==> src/rtl/fsync_syt_pkg.sv <==
package fsync_syt_pkg;
  localparam int unsigned CNT_W   = 13;
  localparam int unsigned OFS_W   = 12;
  localparam int unsigned NIB_W   = 4;
  localparam int unsigned SYT_W   = NIB_W + OFS_W;
  localparam int unsigned CNT_MOD = 8000;
  localparam int unsigned OFS_MAX = 3071;
  localparam logic [SYT_W-1:0] SYT_NONE = '1;

  typedef struct packed {
    logic [NIB_W-1:0] nib;
    logic [OFS_W-1:0] ofs;
  } syt_t;
endpackage

==> src/rtl/fsync_edge_sync.sv <==
module fsync_edge_sync #(
  parameter int unsigned STAGES = 2
) (
  input  logic clk_i,
  input  logic rst_ni,
  input  logic async_i,
  output logic rise_o
);
  logic [STAGES-1:0] sync_q;
  logic              last_q;

  for (genvar s = 0; s < STAGES; s++) begin : g_stage
    if (s == 0) begin : g_first
      always_ff @(posedge clk_i or negedge rst_ni) begin
        if (!rst_ni) sync_q[0] <= 1'b0;
        else         sync_q[0] <= async_i;
      end
    end else begin : g_next
      always_ff @(posedge clk_i or negedge rst_ni) begin
        if (!rst_ni) sync_q[s] <= 1'b0;
        else         sync_q[s] <= sync_q[s-1];
      end
    end
  end

  always_ff @(posedge clk_i or negedge rst_ni) begin
    if (!rst_ni) last_q <= 1'b0;
    else         last_q <= sync_q[STAGES-1];
  end

  assign rise_o = sync_q[STAGES-1] & ~last_q;
endmodule

==> src/rtl/syt_stamper.sv <==
module syt_stamper
  import fsync_syt_pkg::*;
#(
  parameter int unsigned LEAD = 3
) (
  input  logic             clk_i,
  input  logic             rst_ni,
  input  logic             en_i,
  input  logic             rise_i,
  input  logic [CNT_W-1:0] cyc_count_i,
  input  logic [OFS_W-1:0] cyc_offset_i,
  output logic [SYT_W-1:0] syt_o
);
  localparam int unsigned SUM_W = CNT_W + 1;

  logic [SUM_W-1:0] sum;
  logic [SUM_W-1:0] fut;
  syt_t             syt_q;
  logic             pending;

  // projected cycle, wrapped at the cycle-count limit
  always_comb begin
    sum = SUM_W'(cyc_count_i) + SUM_W'(LEAD);
    fut = (sum >= SUM_W'(CNT_MOD)) ? sum - SUM_W'(CNT_MOD) : sum;
  end

  assign pending = (syt_q != SYT_NONE);

  always_ff @(posedge clk_i or negedge rst_ni) begin
    if (!rst_ni) begin
      syt_q <= SYT_NONE;
    end else if (!en_i) begin
      syt_q <= SYT_NONE;
    end else if (rise_i) begin
      syt_q.nib <= fut[NIB_W-1:0];
      syt_q.ofs <= cyc_offset_i;
    end else if (pending && syt_q.nib == cyc_count_i[NIB_W-1:0]) begin
      syt_q <= SYT_NONE;
    end
  end

  assign syt_o = syt_q;
endmodule

==> src/rtl/syt_regen.sv <==
module syt_regen
  import fsync_syt_pkg::*;
(
  input  logic             clk_i,
  input  logic             rst_ni,
  input  logic             en_i,
  input  logic             load_i,
  input  logic [SYT_W-1:0] syt_i,
  input  logic [NIB_W-1:0] cyc_nib_i,
  input  logic [OFS_W-1:0] cyc_offset_i,
  output logic             pulse_o
);
  syt_t tgt_q;
  logic armed_q;
  logic pulse_q;
  logic match;

  assign match = en_i && armed_q && tgt_q.nib == cyc_nib_i && tgt_q.ofs == cyc_offset_i;

  always_ff @(posedge clk_i or negedge rst_ni) begin
    if (!rst_ni) begin
      tgt_q   <= SYT_NONE;
      armed_q <= 1'b0;
      pulse_q <= 1'b0;
    end else begin
      pulse_q <= match;
      if (!en_i) begin
        armed_q <= 1'b0;
      end else if (load_i) begin
        armed_q <= (syt_i != SYT_NONE);
        tgt_q   <= syt_i;
      end else if (match) begin
        armed_q <= 1'b0;
      end
    end
  end

  assign pulse_o = pulse_q;
endmodule

==> src/rtl/fsync_syt_unit.sv <==
module fsync_syt_unit
  import fsync_syt_pkg::*;
#(
  parameter int unsigned SYNC_STAGES = 2,
  parameter int unsigned LEAD        = 3
) (
  input  logic             clk_i,
  input  logic             rst_ni,
  input  logic             dv_en_i,
  input  logic [CNT_W-1:0] cyc_count_i,
  input  logic [OFS_W-1:0] cyc_offset_i,
  input  logic             fsync_i,
  input  logic [SYT_W-1:0] rx_syt_i,
  input  logic             rx_syt_load_i,
  output logic [SYT_W-1:0] tx_syt_o,
  output logic             fsync_o
);
  logic rise;

  fsync_edge_sync #(.STAGES(SYNC_STAGES)) i_sync (
    .clk_i  (clk_i),
    .rst_ni (rst_ni),
    .async_i(fsync_i),
    .rise_o (rise)
  );

  syt_stamper #(.LEAD(LEAD)) i_stamp (
    .clk_i       (clk_i),
    .rst_ni      (rst_ni),
    .en_i        (dv_en_i),
    .rise_i      (rise),
    .cyc_count_i (cyc_count_i),
    .cyc_offset_i(cyc_offset_i),
    .syt_o       (tx_syt_o)
  );

  syt_regen i_regen (
    .clk_i       (clk_i),
    .rst_ni      (rst_ni),
    .en_i        (dv_en_i),
    .load_i      (rx_syt_load_i),
    .syt_i       (rx_syt_i),
    .cyc_nib_i   (cyc_count_i[NIB_W-1:0]),
    .cyc_offset_i(cyc_offset_i),
    .pulse_o     (fsync_o)
  );
endmodule

==> config.mk <==
export PLATFORM = sky130hd
export DESIGN_NAME = fsync_syt_unit
export DESIGN_NICKNAME = d
export VERILOG_FILES = /design/src/rtl/fsync_syt_pkg.sv /design/src/rtl/fsync_edge_sync.sv /design/src/rtl/syt_stamper.sv /design/src/rtl/syt_regen.sv /design/src/rtl/fsync_syt_unit.sv
export SDC_FILE = /design/constraint.sdc
export NUM_CORES = 1
export LEC_CHECK = 0
export BUFFER_PORTS_ARGS = -buffer_cell sky130_fd_sc_hd__buf_2
export CORE_MARGIN = 2
export CORE_UTILIZATION = 40
export DETAILED_ROUTE_END_ITERATION = 6
export HOLD_SLACK_MARGIN = 0.15
export MAX_ROUTING_LAYER = met4
export PLACE_DENSITY_LB_ADDON = 0.2
export SLEW_MARGIN = 0
export SYNTH_ARGS = -nofsm -noshare
export SYNTH_HDL_FRONTEND = slang
export SYNTH_SLANG_ARGS = --single-unit
==> constraint.sdc <==
create_clock -name clk_i -period 1.8 [get_ports clk_i]
set_input_delay 0 -clock clk_i [delete_from_list [all_inputs] [get_ports clk_i]]
set_output_delay 0 -clock clk_i [all_outputs]
set_load 0.03 [all_outputs]
-- Yosys cells after proc, flatten, opt, wreduce, memory -nomap -nowiden
Cells that the tools add are included.
- memory bits (read-only): 0
- memories kept: 0
- bits of input ports: 46
- RAM bits: 0
- latch bits: 0
- word-level logic and storage cells: 33
- bits in registers: 37
- bitwise logic cells: 2
- shifts and indexed selects: 0
- add/sub/neg operators: 2
- div/mod/pow operators: 0
- muxes and demuxes: 7
- $mul: 0
- reductions and logical operators: 5
- equality and inequality tests: 7
- $lt $le $gt $ge: 1
- operator list (kind ; number):
    $mux W16 ; 3
    $ne A16 B16 Y1 const B ; 2
    $add A13 B2 Y14 const B ; 1
    $ge A14 B13 Y1 const B ; 1
    $eq A12 B12 Y1 ; 1
    $eq A4 B4 Y1 ; 2
    $ne A3 B1 Y1 const B ; 2
    $logic_and A1 B1 Y1 ; 4
    $mux W4 ; 1
    $sub A4 B1 Y4 const B ; 1
    $mux W1 ; 3
    $reduce_and A2 Y1 ; 1
    $and A1 B1 Y1 ; 1
    $not A1 Y1 ; 1

-- Longest topological paths before layout
- depth in word-level cells: 6
- mapped depth: 6
- gate-level depth less buffers: 5

-- By module
A second synthesis with hierarchy kept.
- cell total of the unflattened synthesis: 137
- area, all modules: 1794.2 sq um
- by module, submodules not included (module ; cells each ; seq. area each (sq um) ; times used ; area each (sq um)):
    syt_regen ; 76 ; 470.5 ; 1 ; 947.2
    syt_stamper ; 57 ; 420.4 ; 1 ; 758.2
    fsync_edge_sync ; 4 ; 75.1 ; 1 ; 88.8

-- Worst setup path after synthesis
OpenSTA, ideal clock, no wires.
- kind: flip-flop to flip-flop
- start: register i_stamp.syt_q, in the netlist i_stamp.syt_o[14]
- end: register i_stamp.syt_q, in the netlist i_stamp.syt_o[6]
- arrival: 1.788 ns
- required time: 1.709 ns
- cell stages (with the launch flop): 7
- period minus slack after synthesis: 1.878 ns
- setup slack: -0.078 ns
- cell sequence: dfstp_2 -> nand4_1 -> or4_1 -> buf_2 -> buf_6 -> a211oi_1 -> o21ai_1
- word-level cells in the longest chain between the ends: 3
- RTL lines (item ; line ; text):
    start, declared ; syt_stamper.sv:18 ; syt_t syt_q;
    $ne A16 B16 Y1 / $eq A4 B4 Y1 (equally long branches) ; syt_stamper.sv:27, syt_stamper.sv:37 ;
    $logic_and A1 B1 Y1 (*) ; syt_stamper.sv:37 ; end else if (pending && syt_q.nib == cyc_count_i[NIB_W-1:0]) begin
    $ne A3 B1 Y1 (no source line) (*) ; n/a ;
Every way passes the cells marked *; elsewhere a longest branch is shown, timed or not.
A chain may end at the register's enable or synchronous reset.

-- Final worst setup path
- start: register i_stamp.syt_q, in the netlist i_stamp.syt_o[15]
- end: register i_stamp.syt_q, in the netlist i_stamp.syt_o[4]
The elaborated chain is that of the path after synthesis.

==> qor.txt <==
status: complete, no violations
time the worst path needs with I/O delays and setup: 1.77 ns
I/O pin count: 63
CP endpoint kind: flip-flop
Sequential Power Share: 0.479
Max Clock Freq: 564 MHz
total congestion overflow: 0
Post-Syn Area: 1880 sq um
first-pass GRT wire length: 7.76 mm
unrepaired setup endpoints after global routing: true
wire length per cell: 15.1 um
footprint of the multi-input gates: 937 sq um
Final TNS setup: 0 ns
CTS tree: built
final setup vio count: 0
DRT Pass-1 Iters: 4
worst skew pair latency: 0.28 ns
DRT antenna net count: 0
share of cells above drive strength 1: 0.517
cell area power density: 757 nW/um^2
syn_nets: 214
initial core utilization: 0.423
clk_skew: 0.00525 ns
vias in the first global route: 1616
Seq/Total Area, Yosys: 0.514
H-tree Lvls: 2
core area: 4440 sq um
I/O Buffers: 53
clock sinks: 37
Int Pwr: 1.53 mW
initial drt markers: 84
worst vdd ir: 0.384 mV
NumNets Final: 315
critical path type: reg -> reg
Data arrival, critical path: 1.97 ns
Avg Inst Size Synth: 11.3 sq um
Max Buffers Root-to-Sink: 2
Slew Limit Fails: 0
die height: 72.6 um
most frequent cells in the layout: buf_2 (53), dlygate4sd3_1 (35), dfstp_2 (32)
final hold viol count: 0
antenna cell count: 0
Max FO, Critical Path: 16
Rows: 24
leading cell type in the layout, fill and taps excluded: buf_2
max-cap violations: 0
startpoint types: flip-flop
GRT Util Overall: 0.197
initial antenna violation count: 0
Post-CTS Repair Setup Buffers: 0
Sw Share: 0.278
Hold WS: 0.197 ns
vias: 1648
Final Wtd Congestion: 0.786
post-synth cell types: 28
DRC: 0
Hold Crit Class: in -> reg
Slew @ Worst Pin: 0.825 ns
pin count of the biggest net entering global routing: 38
final WL: 4.84 mm
Leak: 1.13 nW
combinational share of power: 0.248
vias per cell: 5.13
Die X: 72.6 um
synth warn: 0
fin util: 0.631
total power: 2.13 mW
post-synthesis register bit count: 37
TritonCTS Buffers: 5
die area: 5270 sq um
Slew headroom: 0.450
P&R area growth vs syn: 49.2%
Clock power frac: 0.274
HPWL after DPL: 3.38 mm
Clk pin slew, worst setup/hold paths: 0.07 ns
post-route clock period utilization: 0.986
CTS root buffer: clkbuf_8
Psw: 0.591 mW
Syn Inst Count: 167
FF/Latch Area: 966 sq um
Worst Path Required: 2.00 ns
Fillers: 365
-- Yosys cell counts (all sizes together) --
cell    count  area [sq um]
o21ai      17          85.1
nand4      11          68.8
nand2b      1          6.26
nand3       2          10.0
nor3        1          5.00
nor2b       1          6.26
nand2       2          7.51
xnor2       9          78.8
or4         3          22.5
mux2       16           180
buf         4          25.0
xor2       14           123
dfrtp       5           125
o31ai       2          15.0
a211oi     16           125
clkbuf      5          18.8
dfstp      32           841
nor2       17          63.8
nor4        4          40.0
o211ai      1          7.51
and2        1          6.26
ha          1          12.5
inv         2          7.51
-- layer usage --
layer  GRT usage  vias to the layer above  routed length [um]
met5           -                        -                   0
met4      0.0309                        0                  24
met3      0.0417                        4                 196
met2       0.323                       46                2450
met1       0.258                      788                2160
li1            -                      810                   -
-- final timing paths --
check,start,to,slack [ns],depth (start not counted)
setup / recovery,i_stamp.syt_o[15],i_stamp.syt_o[4],0.03,5
hold / removal,cyc_count_i[1],i_stamp.syt_o[13],0.20,5
setup reg to reg,i_stamp.syt_o[15],i_stamp.syt_o[4],0.03,5
hold reg to reg,i_sync.sync_q[0],i_sync.sync_q[1],0.36,0
max in group asynchronous,rst_ni,i_regen.armed_q,0.93,2
min in group asynchronous,rst_ni,i_sync.sync_q[0],0.36,2
-- kinds of logic (layout without fill, tap and decap cells) --
kind of cell               after synthesis  count (layout)  synth area share
xor gates and xnor gates                23              23             0.107
DFF                                     37              37             0.514
muxes                                   16              16            0.0958
buffers and inverters                   11             113            0.0273
and+or+nand+nor                         43              43             0.126
AOI/OAI and AO/OA                       36              36             0.124
adders and majority gates                1               1           0.00665
-- per-stage QoR --
step,instance area [sq um],std cells,setup WS [ns]
after global placement,2320,278,-0.0412
after detailed placement,2320,278,-0.0449
after global routing,2810,321,-0.0375
after floorplan,1940,167,-0.0588
after CTS,2780,321,0.00358
final,2810,321,0.0256
-- state kept, by name, summed over array words and instances (netlist names) --
register and flops:
i_regen.pulse_o 1, i_regen.tgt_q 16, i_sync.sync_q 2, i_sync.last_q 1
i_regen.armed_q 1, i_stamp.syt_o 16
-- power groups by stage --
stage | Sequential (mW) | Clock [mW] | Combinational, mW
finish | 1.02 | 0.582 | 0.527
global route | 1.03 | 0.634 | 0.572
CTS | 1.02 | 0.606 | 0.518
detailed placement | 1.03 | 0 | 0.442
global placement | 1.03 | 0 | 0.439
floorplan | 1.06 | 0 | 0.261
-- timing repair --
| action | CTS | global route |
|---|---|---|
| hold buffers | 35 | 0 |
| hold endpoints to repair | 40 | 0 |
| pin swaps | 2 | 3 |
| resized for setup | 4 | 9 |
| setup endpoints to repair | 11 | 11 |
-- worst max-delay path: stages, from the launching register on --
cell      delay (ns)
dfstp_2         0.53
nand4_1         0.14
or4_4           0.52
buf_12          0.18
a211oi_1        0.23
o21ai_1         0.09
-- final cells by class --
class | count | area share
Clock buffer | 8 | 0.0321
Inverter | 2 | 0.00267
Multi-Input combinational cell | 119 | 0.334
Sequential cell | 37 | 0.344
Timing Repair Buffer | 103 | 0.264
Tap cell | 52 | 0.0232
Note: power is estimated with default switching activity, not from simulation.
